## src/rtl/lvds_ser_pkg.sv

```systemverilog
package lvds_ser_pkg;

    localparam int SLOTS     = 7;
    localparam int NUM_LANES = 4;
    localparam int COLOR_W   = 8;
    localparam int SLOT_W    = $clog2(SLOTS);

    // clock lane level per slot, bit index = slot
    localparam logic [SLOTS-1:0] CLK_PATTERN = 7'b1100011;

    typedef enum logic [1:0] {
        MAP_NARROW = 2'd0,
        MAP_WIDE_LO = 2'd1,
        MAP_WIDE_HI = 2'd2,
        MAP_SPARE   = 2'd3
    } map_mode_e;

    typedef struct packed {
        logic [COLOR_W-1:0] r;
        logic [COLOR_W-1:0] g;
        logic [COLOR_W-1:0] b;
        logic               hs;
        logic               vs;
        logic               de;
    } pixel_t;

    typedef logic [NUM_LANES-1:0][SLOTS-1:0] lane_words_t;

    function automatic map_mode_e fold_mode(input logic [1:0] sel);
        map_mode_e m;
        m = map_mode_e'(sel);
        if (m == MAP_SPARE) m = MAP_NARROW;
        return m;
    endfunction

    // word bit index equals slot number
    function automatic lane_words_t map_pixel(input pixel_t p, input map_mode_e m);
        lane_words_t w;
        w = '0;
        if (m == MAP_WIDE_LO) begin
            w[0] = {p.r[2], p.r[3], p.r[4], p.r[5], p.r[6], p.r[7], p.g[2]};
            w[1] = {p.g[3], p.g[4], p.g[5], p.g[6], p.g[7], p.b[2], p.b[3]};
            w[2] = {p.b[4], p.b[5], p.b[6], p.b[7], p.hs, p.vs, p.de};
            w[3] = {p.r[0], p.r[1], p.g[0], p.g[1], p.b[0], p.b[1], 1'b0};
        end else begin
            w[0] = {p.r[0], p.r[1], p.r[2], p.r[3], p.r[4], p.r[5], p.g[0]};
            w[1] = {p.g[1], p.g[2], p.g[3], p.g[4], p.g[5], p.b[0], p.b[1]};
            w[2] = {p.b[2], p.b[3], p.b[4], p.b[5], p.hs, p.vs, p.de};
            if (m == MAP_WIDE_HI)
                w[3] = {p.r[6], p.r[7], p.g[6], p.g[7], p.b[6], p.b[7], 1'b0};
        end
        return w;
    endfunction

endpackage

```

## src/rtl/lvds_slot_ctr.sv

```systemverilog
module lvds_slot_ctr
    import lvds_ser_pkg::*;
(
    input  logic              clk,
    input  logic              rst,
    output logic [SLOT_W-1:0] slot,
    output logic              at_first
);
    localparam logic [SLOT_W-1:0] LAST = SLOT_W'(SLOTS - 1);

    always_ff @(posedge clk) begin
        if (rst)               slot <= '0;
        else if (slot == LAST) slot <= '0;
        else                   slot <= slot + 1'b1;
    end

    assign at_first = (slot == '0);
endmodule

```

## src/rtl/lvds_word_latch.sv

```systemverilog
module lvds_word_latch
    import lvds_ser_pkg::*;
(
    input  logic        clk,
    input  logic        rst,
    input  logic        load,
    input  pixel_t      pix,
    input  logic [1:0]  sel,
    input  logic        mirror,
    output lane_words_t words_now,
    output logic        mirror_now
);
    lane_words_t fresh;
    lane_words_t held;
    logic        mir_held;

    assign fresh = map_pixel(pix, fold_mode(sel));

    always_ff @(posedge clk) begin
        if (rst) begin
            held     <= '0;
            mir_held <= 1'b0;
        end else if (load) begin
            held     <= fresh;
            mir_held <= mirror;
        end
    end

    // at slot 0 the fresh word is used directly so slot 0 leaves on the capture edge
    assign words_now  = load ? fresh  : held;
    assign mirror_now = load ? mirror : mir_held;
endmodule

```

## src/rtl/lvds_lane_out.sv

```systemverilog
module lvds_lane_out
    import lvds_ser_pkg::*;
(
    input  logic                 clk,
    input  logic                 rst,
    input  logic [SLOT_W-1:0]    slot,
    input  lane_words_t          words,
    input  logic                 mirror,
    output logic [NUM_LANES-1:0] lanes,
    output logic                 clk_lane
);
    localparam logic [SLOT_W-1:0] LAST = SLOT_W'(SLOTS - 1);

    logic [SLOT_W-1:0] pick;
    assign pick = mirror ? (LAST - slot) : slot;

    for (genvar i = 0; i < NUM_LANES; i++) begin : g_lane
        always_ff @(posedge clk) begin
            if (rst) lanes[i] <= 1'b0;
            else     lanes[i] <= words[i][pick];
        end
    end

    always_ff @(posedge clk) begin
        if (rst) clk_lane <= 1'b0;
        else     clk_lane <= CLK_PATTERN[slot];
    end
endmodule

```

## src/rtl/lvds_pixel_ser.sv

```systemverilog
module lvds_pixel_ser
    import lvds_ser_pkg::*;
(
    input  logic                 clk_bit,
    input  logic                 rst,
    input  logic [COLOR_W-1:0]   pix_r,
    input  logic [COLOR_W-1:0]   pix_g,
    input  logic [COLOR_W-1:0]   pix_b,
    input  logic                 hsync,
    input  logic                 vsync,
    input  logic                 den,
    input  logic [1:0]           map_sel,
    input  logic                 mirror_en,
    output logic [NUM_LANES-1:0] lane_o,
    output logic                 clk_lane_o
);
    logic [SLOT_W-1:0] slot;
    logic              at_first;
    pixel_t            pix;
    lane_words_t       words_now;
    logic              mirror_now;

    assign pix = '{r: pix_r, g: pix_g, b: pix_b, hs: hsync, vs: vsync, de: den};

    lvds_slot_ctr u_ctr (
        .clk      (clk_bit),
        .rst      (rst),
        .slot     (slot),
        .at_first (at_first)
    );

    lvds_word_latch u_latch (
        .clk        (clk_bit),
        .rst        (rst),
        .load       (at_first),
        .pix        (pix),
        .sel        (map_sel),
        .mirror     (mirror_en),
        .words_now  (words_now),
        .mirror_now (mirror_now)
    );

    lvds_lane_out u_out (
        .clk      (clk_bit),
        .rst      (rst),
        .slot     (slot),
        .words    (words_now),
        .mirror   (mirror_now),
        .lanes    (lane_o),
        .clk_lane (clk_lane_o)
    );
endmodule

```

## config.mk

```make
export PLATFORM = sky130hd
export DESIGN_NAME = lvds_pixel_ser
export DESIGN_NICKNAME = d
export VERILOG_FILES = /design/src/rtl/lvds_ser_pkg.sv /design/src/rtl/lvds_slot_ctr.sv /design/src/rtl/lvds_word_latch.sv /design/src/rtl/lvds_lane_out.sv /design/src/rtl/lvds_pixel_ser.sv
export SDC_FILE = /design/constraint.sdc
export NUM_CORES = 1
export LEC_CHECK = 0
export BUFFER_PORTS_ARGS = -buffer_cell sky130_fd_sc_hd__buf_2
export CAP_MARGIN = 20
export CORE_MARGIN = 2
export CORE_UTILIZATION = 30
export CTS_CLUSTER_SIZE = 10
export DETAILED_ROUTE_END_ITERATION = 6
export PLACE_DENSITY = 0.59
export SLEW_MARGIN = 30
export SYNTH_ARGS = -nofsm -noshare
export SYNTH_HDL_FRONTEND = slang
export SYNTH_SLANG_ARGS = --single-unit
```

## constraint.sdc

```tcl
create_clock -name clk_bit -period 5.3 [get_ports clk_bit]
set_input_delay 0.795 -clock clk_bit [delete_from_list [all_inputs] [get_ports clk_bit]]
set_output_delay 0.795 -clock clk_bit [all_outputs]
set_load 0.01 [all_outputs]
```

## Word level (Yosys, flattened, before mapping)

Memory sizes are Yosys's and may differ from the RTL's. A register that Yosys moved wholly into a read port is not among the register bits.
Index checks and enable logic that the tools add are counted.

- Register bits after elaboration: 36
- ROM bits: 8
- Bits of input ports: 32
- Output and inout port bits: 5
- Word-level logic and storage cells: 34
- Memories kept: 1

Memory list:

| memory | words | bits a word | rd ports | clocked after memory_dff | write ports | RTL line | text |
|---|---|---|---|---|---|---|---|
| (name not given) | 8 | 1 | 1 | 1 | 0 | lvds_lane_out.sv:26 | `else clk_lane <= CLK_PATTERN[slot];` |

- $add $sub $neg: 2
- $lt $le $gt $ge: 1
- Equal/unequal tests: 4
- Mux-type cells: 14
- Reductions and logical operators: 2

Operators by type and width:

| cell | count |
|---|---|
| 28-bit 2-to-1 mux | 2 |
| 1-bit binary-select mux with 3-bit select | 4 |
| 7-bit 2-to-1 mux | 1 |
| 1-bit 2-to-1 mux | 5 |
| 2-bit == test (second input constant) | 2 |
| 3-bit by 4-bit less-than comparator with 1-bit output (second input constant) | 1 |
| 3-bit by 1-bit adder with 3-bit output (second input constant) | 1 |
| 3-bit == test (second input constant) | 1 |
| 3-bit zero test | 1 |
| 3-bit 2-to-1 mux | 1 |
| 3-bit subtractor (first input constant) | 1 |
| 2-bit by 1-bit == test with 1-bit output (second input constant) | 1 |
| 2-bit 2-to-1 mux | 1 |
| 2-bit OR reduction | 1 |

## Depth between registers and ports, before layout

- Word-level depth: 8
- Depth in mapped cells: 11
- Depth with buffers taken out: 8

## Modules after synthesis

Synthesis repeated with hierarchy kept, for this count alone.

- Cells, all modules: 257
- Area, all modules: 2532.4 sq um

Modules (own cells, without submodules):

| module | instances | cells an instance | area each (sq um) |
|---|---|---|---|
| lvds_word_latch | 1 | 188 | 1908.1 |
| lvds_lane_out | 1 | 54 | 474.2 |
| lvds_slot_ctr | 1 | 15 | 150.1 |

## Worst setup path after synthesis

No wires, ideal clock.

- Path type: reg-to-reg
- Start point: register u_ctr.slot[0]
- End point: register u_out.lanes[3]
- Arrival time: 2.220 ns
- Setup slack: 2.934 ns
- Stages on the path, launching flop included: 11
- Clock period less this slack: 2.366 ns
- Cell sequence: dfxtp_1 clkinv_1 ha_1 nand2b_4 buf_6 mux2i_1 mux2_4 buf_6 a31o_2 o22ai_1 a221oi_2

- Word-level cells in the longest chain between the ends: 5
- Elaborated cells between the ends (all ways): 7

Ends and longest elaborated chain:

| item | RTL line | text |
|---|---|---|
| start: declaration | lvds_slot_ctr.sv:6 | `output logic [SLOT_W-1:0] slot,` |
| start signal: assignment | lvds_slot_ctr.sv:14 | `else slot <= slot + 1'b1;` |
| parallel branches: the longest is 3 deep, another holds 3-bit subtractor | - |  |
| 1-bit binary-select mux with 3-bit select * | lvds_lane_out.sv:20 | `else lanes[i] <= words[i][pick];` |
| 1-bit 2-to-1 mux (implied by the code) * | lvds_lane_out.sv:20 |  |
| end signal: indexed assignment | lvds_lane_out.sv:20 |  |
| end: declaration | lvds_lane_out.sv:9 | `output logic [NUM_LANES-1:0] lanes,` |

Mark *: on every way between the ends. The select of a mux whose other input is x is not followed.
A chain may end at the register's enable or synchronous reset.

## Worst setup path in the final report

Same ends and word-level chain as after synthesis.

==> metrics <==
sequential share of the synthesized area=0.396; DRT antenna net count=0; Synth Cell Area=around 1900 µm²; vias in the first global route=1485; CP startpoint kind=register; Area Growth Syn to Fin=14.6%; H-tree Lvls=2; max_cap viols=0; Power, Total=0.000713 W; die area=between 6000 and 7000 µm²; Top Usage Layer GRT=met2; Worst EP required=approximately 5.4 ns; fraction of layout cells with a size suffix above 1=0.204; Fin. Hold Viols=0; CP arrival=~3.3 ns; core area=around 6000 µm²; Final min period=3.15 ns; PwrDens=332 nW/µm²; YS warnings=0; LEAKAGE=0.913 nW; WHS=roughly 0.45 ns; Hold Path Sink=u_latch.held[21]$_SDFF_PP0_; postcts setup bufs=0; First-pass DRT Iterations=4; clk_skew=roughly 0.011 ns; initial antenna violation count=0; Hold Path Class=register to register; RSZ-0062 raised after global routing=false; Initial Utilization=0.312; final setup vio count=0; Final period util=0.595; Antenna Cells=0; most frequent cells after synthesis=dfxtp_1 (37), mux2i_1 (30), nor2_1 (24); Yosys reg bits=37; die width=83.0 µm; final worst setup slack=about 2.1 ns; fillers=640; number of synthesized flops with an enable pin=0; Synth area leaders=dfxtp_1 (40%), mux2i_1 (16%), nor2b_1 (5.7%); Inserted Clock Buffers=5; first-pass GRT wire length=just over 7 mm; Synth Flop Type=dfxtp_1; GPL Wtd Cong=0.742; most frequent cell after synthesis=dfxtp_1; actual slew at the worst max-slew pin=0.876 ns; post_cts resized=0; root buf cell=clkbuf_8; largest net degree at the start of global routing=46; post-synthesis instance total=around 210; layout net count=275; Die H=a little over 80 µm; status=finished clean; syn_area_per_cell=around 8.8 µm²; critical-path maximum fanout=45; port bufs=36; final cell count without fillers=315; crit path kind=register to register; Row Count=28; Clk pin slew, worst setup/hold paths=~0.070 ns; Reg2Reg Capture Point=u_out.lanes[3]$_SDFF_PP0_; Max Buffers Root-to-Sink=2; clock sink total=37; Post-Syn Nets=248; # DRC=0; CTS Hold Buffers Added=0; FF-to-FF Start=u_ctr.slot[0]$_SDFF_PP0_; min-delay src=u_latch.held[21]$_SDFF_PP0_; IO Count=37; unique cell type count in the Yosys netlist=32; hold depth=2; drt wl/cell=roughly 13 µm; post-DP HPWL=between 3 and 4 mm; post-synthesis async set-or-reset flop share=0; Routed Wire Length=4.23 mm; met1 Usage GRT=0.175; GR Overflow Total=0; met2 Use GR=0.195; total global-route track usage=0.131; later-pin clock latency in the skew report=0.30 ns; First DRT Iteration DRCs=between 60 and 70; Reg2Reg Setup Slack=around 2.1 ns; Vias/cell=between 4 and 5; met3 usage=0.0388; cell count after placement=308; Reg2Reg Depth=8; Fmax=317 MHz; CP endpoint kind=register; via count=about 1500; peak supply drop=0.100 mV; dpl ws=between 2 and 2.5 ns; Max-Slew Margin vs Limit=0.415; TNS Setup=0 ns; area share of the largest cell type after synthesis=0.396; Yosys top cell by area=dfxtp_1; TritonCTS clock tree=yes; max-slew violations=0
-- cells in the final DEF (no fill, tap or decap), types with 2 or more instances in the layout --
cell type / count
mux2i_1: 30
ha_1: 3
and2_1: 3
dfxtp_1: 37
a211oi_1: 3
o22ai_1: 2
o2111ai_1: 2
a31oi_1: 4
nor2b_1: 16
a21oi_1: 7
nor2_1: 24
buf_2: 36
nand2_1: 21
inv_1: 2
nor3_1: 2
a221o_1: 5
o21ai_0: 21
clkbuf_8: 6
and3_1: 2
-- state kept, by name, indices dropped and copies added, names as in the netlist --
| register | cells |
|---|---|
| u_latch.held | 28 |
| u_out.lanes | 4 |
| u_ctr.slot | 3 |
| u_latch.mir_held | 1 |
| u_out.clk_lane | 1 |
-- per-stage QoR --
stage	cell area (µm²)	util
floorplan	1870	-
global placement	2060	0.344
detailed placement	2060	0.344
CTS	2140	0.358
global route	2140	0.358
finish	2140	0.358
-- worst max-delay path: stages, from the launching register on --
cell	delay, ns
dfxtp_1	0.58
clkinv_1	0.35
ha_1	0.37
nand2b_4	0.35
mux2i_1	0.33
mux2_4	0.44
a31o_2	0.28
o22ai_1	0.19
a221oi_2	0.10
-- power by group --
group | switching [W] | leakage, nW | internal (W)
registers | 0.0000117 | 0.306 | 0.000310
clock network | 0.0000988 | 0.0443 | 0.000103
logic | 0.000109 | 0.563 | 0.0000808
-- worst max-delay path by stage --
stage | slack, ns | startpoint | to | cells after the start
2_1_floorplan | 2.93 | u_ctr.slot[0]$_SDFF_PP0_ | u_out.lanes[3]$_SDFF_PP0_ | 10
3_3_place_gp | 2.31 | u_ctr.slot[0]$_SDFF_PP0_ | u_out.lanes[3]$_SDFF_PP0_ | 8
3_5_place_dp | 2.15 | u_ctr.slot[0]$_SDFF_PP0_ | u_out.lanes[3]$_SDFF_PP0_ | 8
4_1_cts | 2.14 | u_ctr.slot[0]$_SDFF_PP0_ | u_out.lanes[3]$_SDFF_PP0_ | 8
5_1_grt | 1.92 | u_ctr.slot[0]$_SDFF_PP0_ | u_out.lanes[3]$_SDFF_PP0_ | 8
6_report | 2.15 | u_ctr.slot[0]$_SDFF_PP0_ | u_out.lanes[3]$_SDFF_PP0_ | 8
-- cell type report --
| type | count | area, µm² | area share |
|---|---|---|---|
| timing repair buffer | 37 | 188 | 0.0875 |
| inverter | 3 | 11.3 | 0.00525 |
| multi-input combinational | 156 | 1020 | 0.478 |
| tap | 75 | 93.8 | 0.0438 |
| clock buffer | 7 | 86.3 | 0.0403 |
| sequential | 37 | 741 | 0.345 |
-- metal layers --
layer	share of wire	up-vias
li1	-	793
met1	0.50	695
met2	0.43	36
met3	0.053	8
met4	0.019	0
met5	0	-
-- kinds of logic after synthesis --
family,count (synthesis),synth area share
buffers and inverters,20,0.0575
flip-flops,37,0.396
AO/OA/AOI/OAI,49,0.169
AND/OR/NAND/NOR,72,0.183
multiplexers,32,0.175
adder cells (fa/ha/maj),3,0.0201
(Power assumes the default switching activity.)
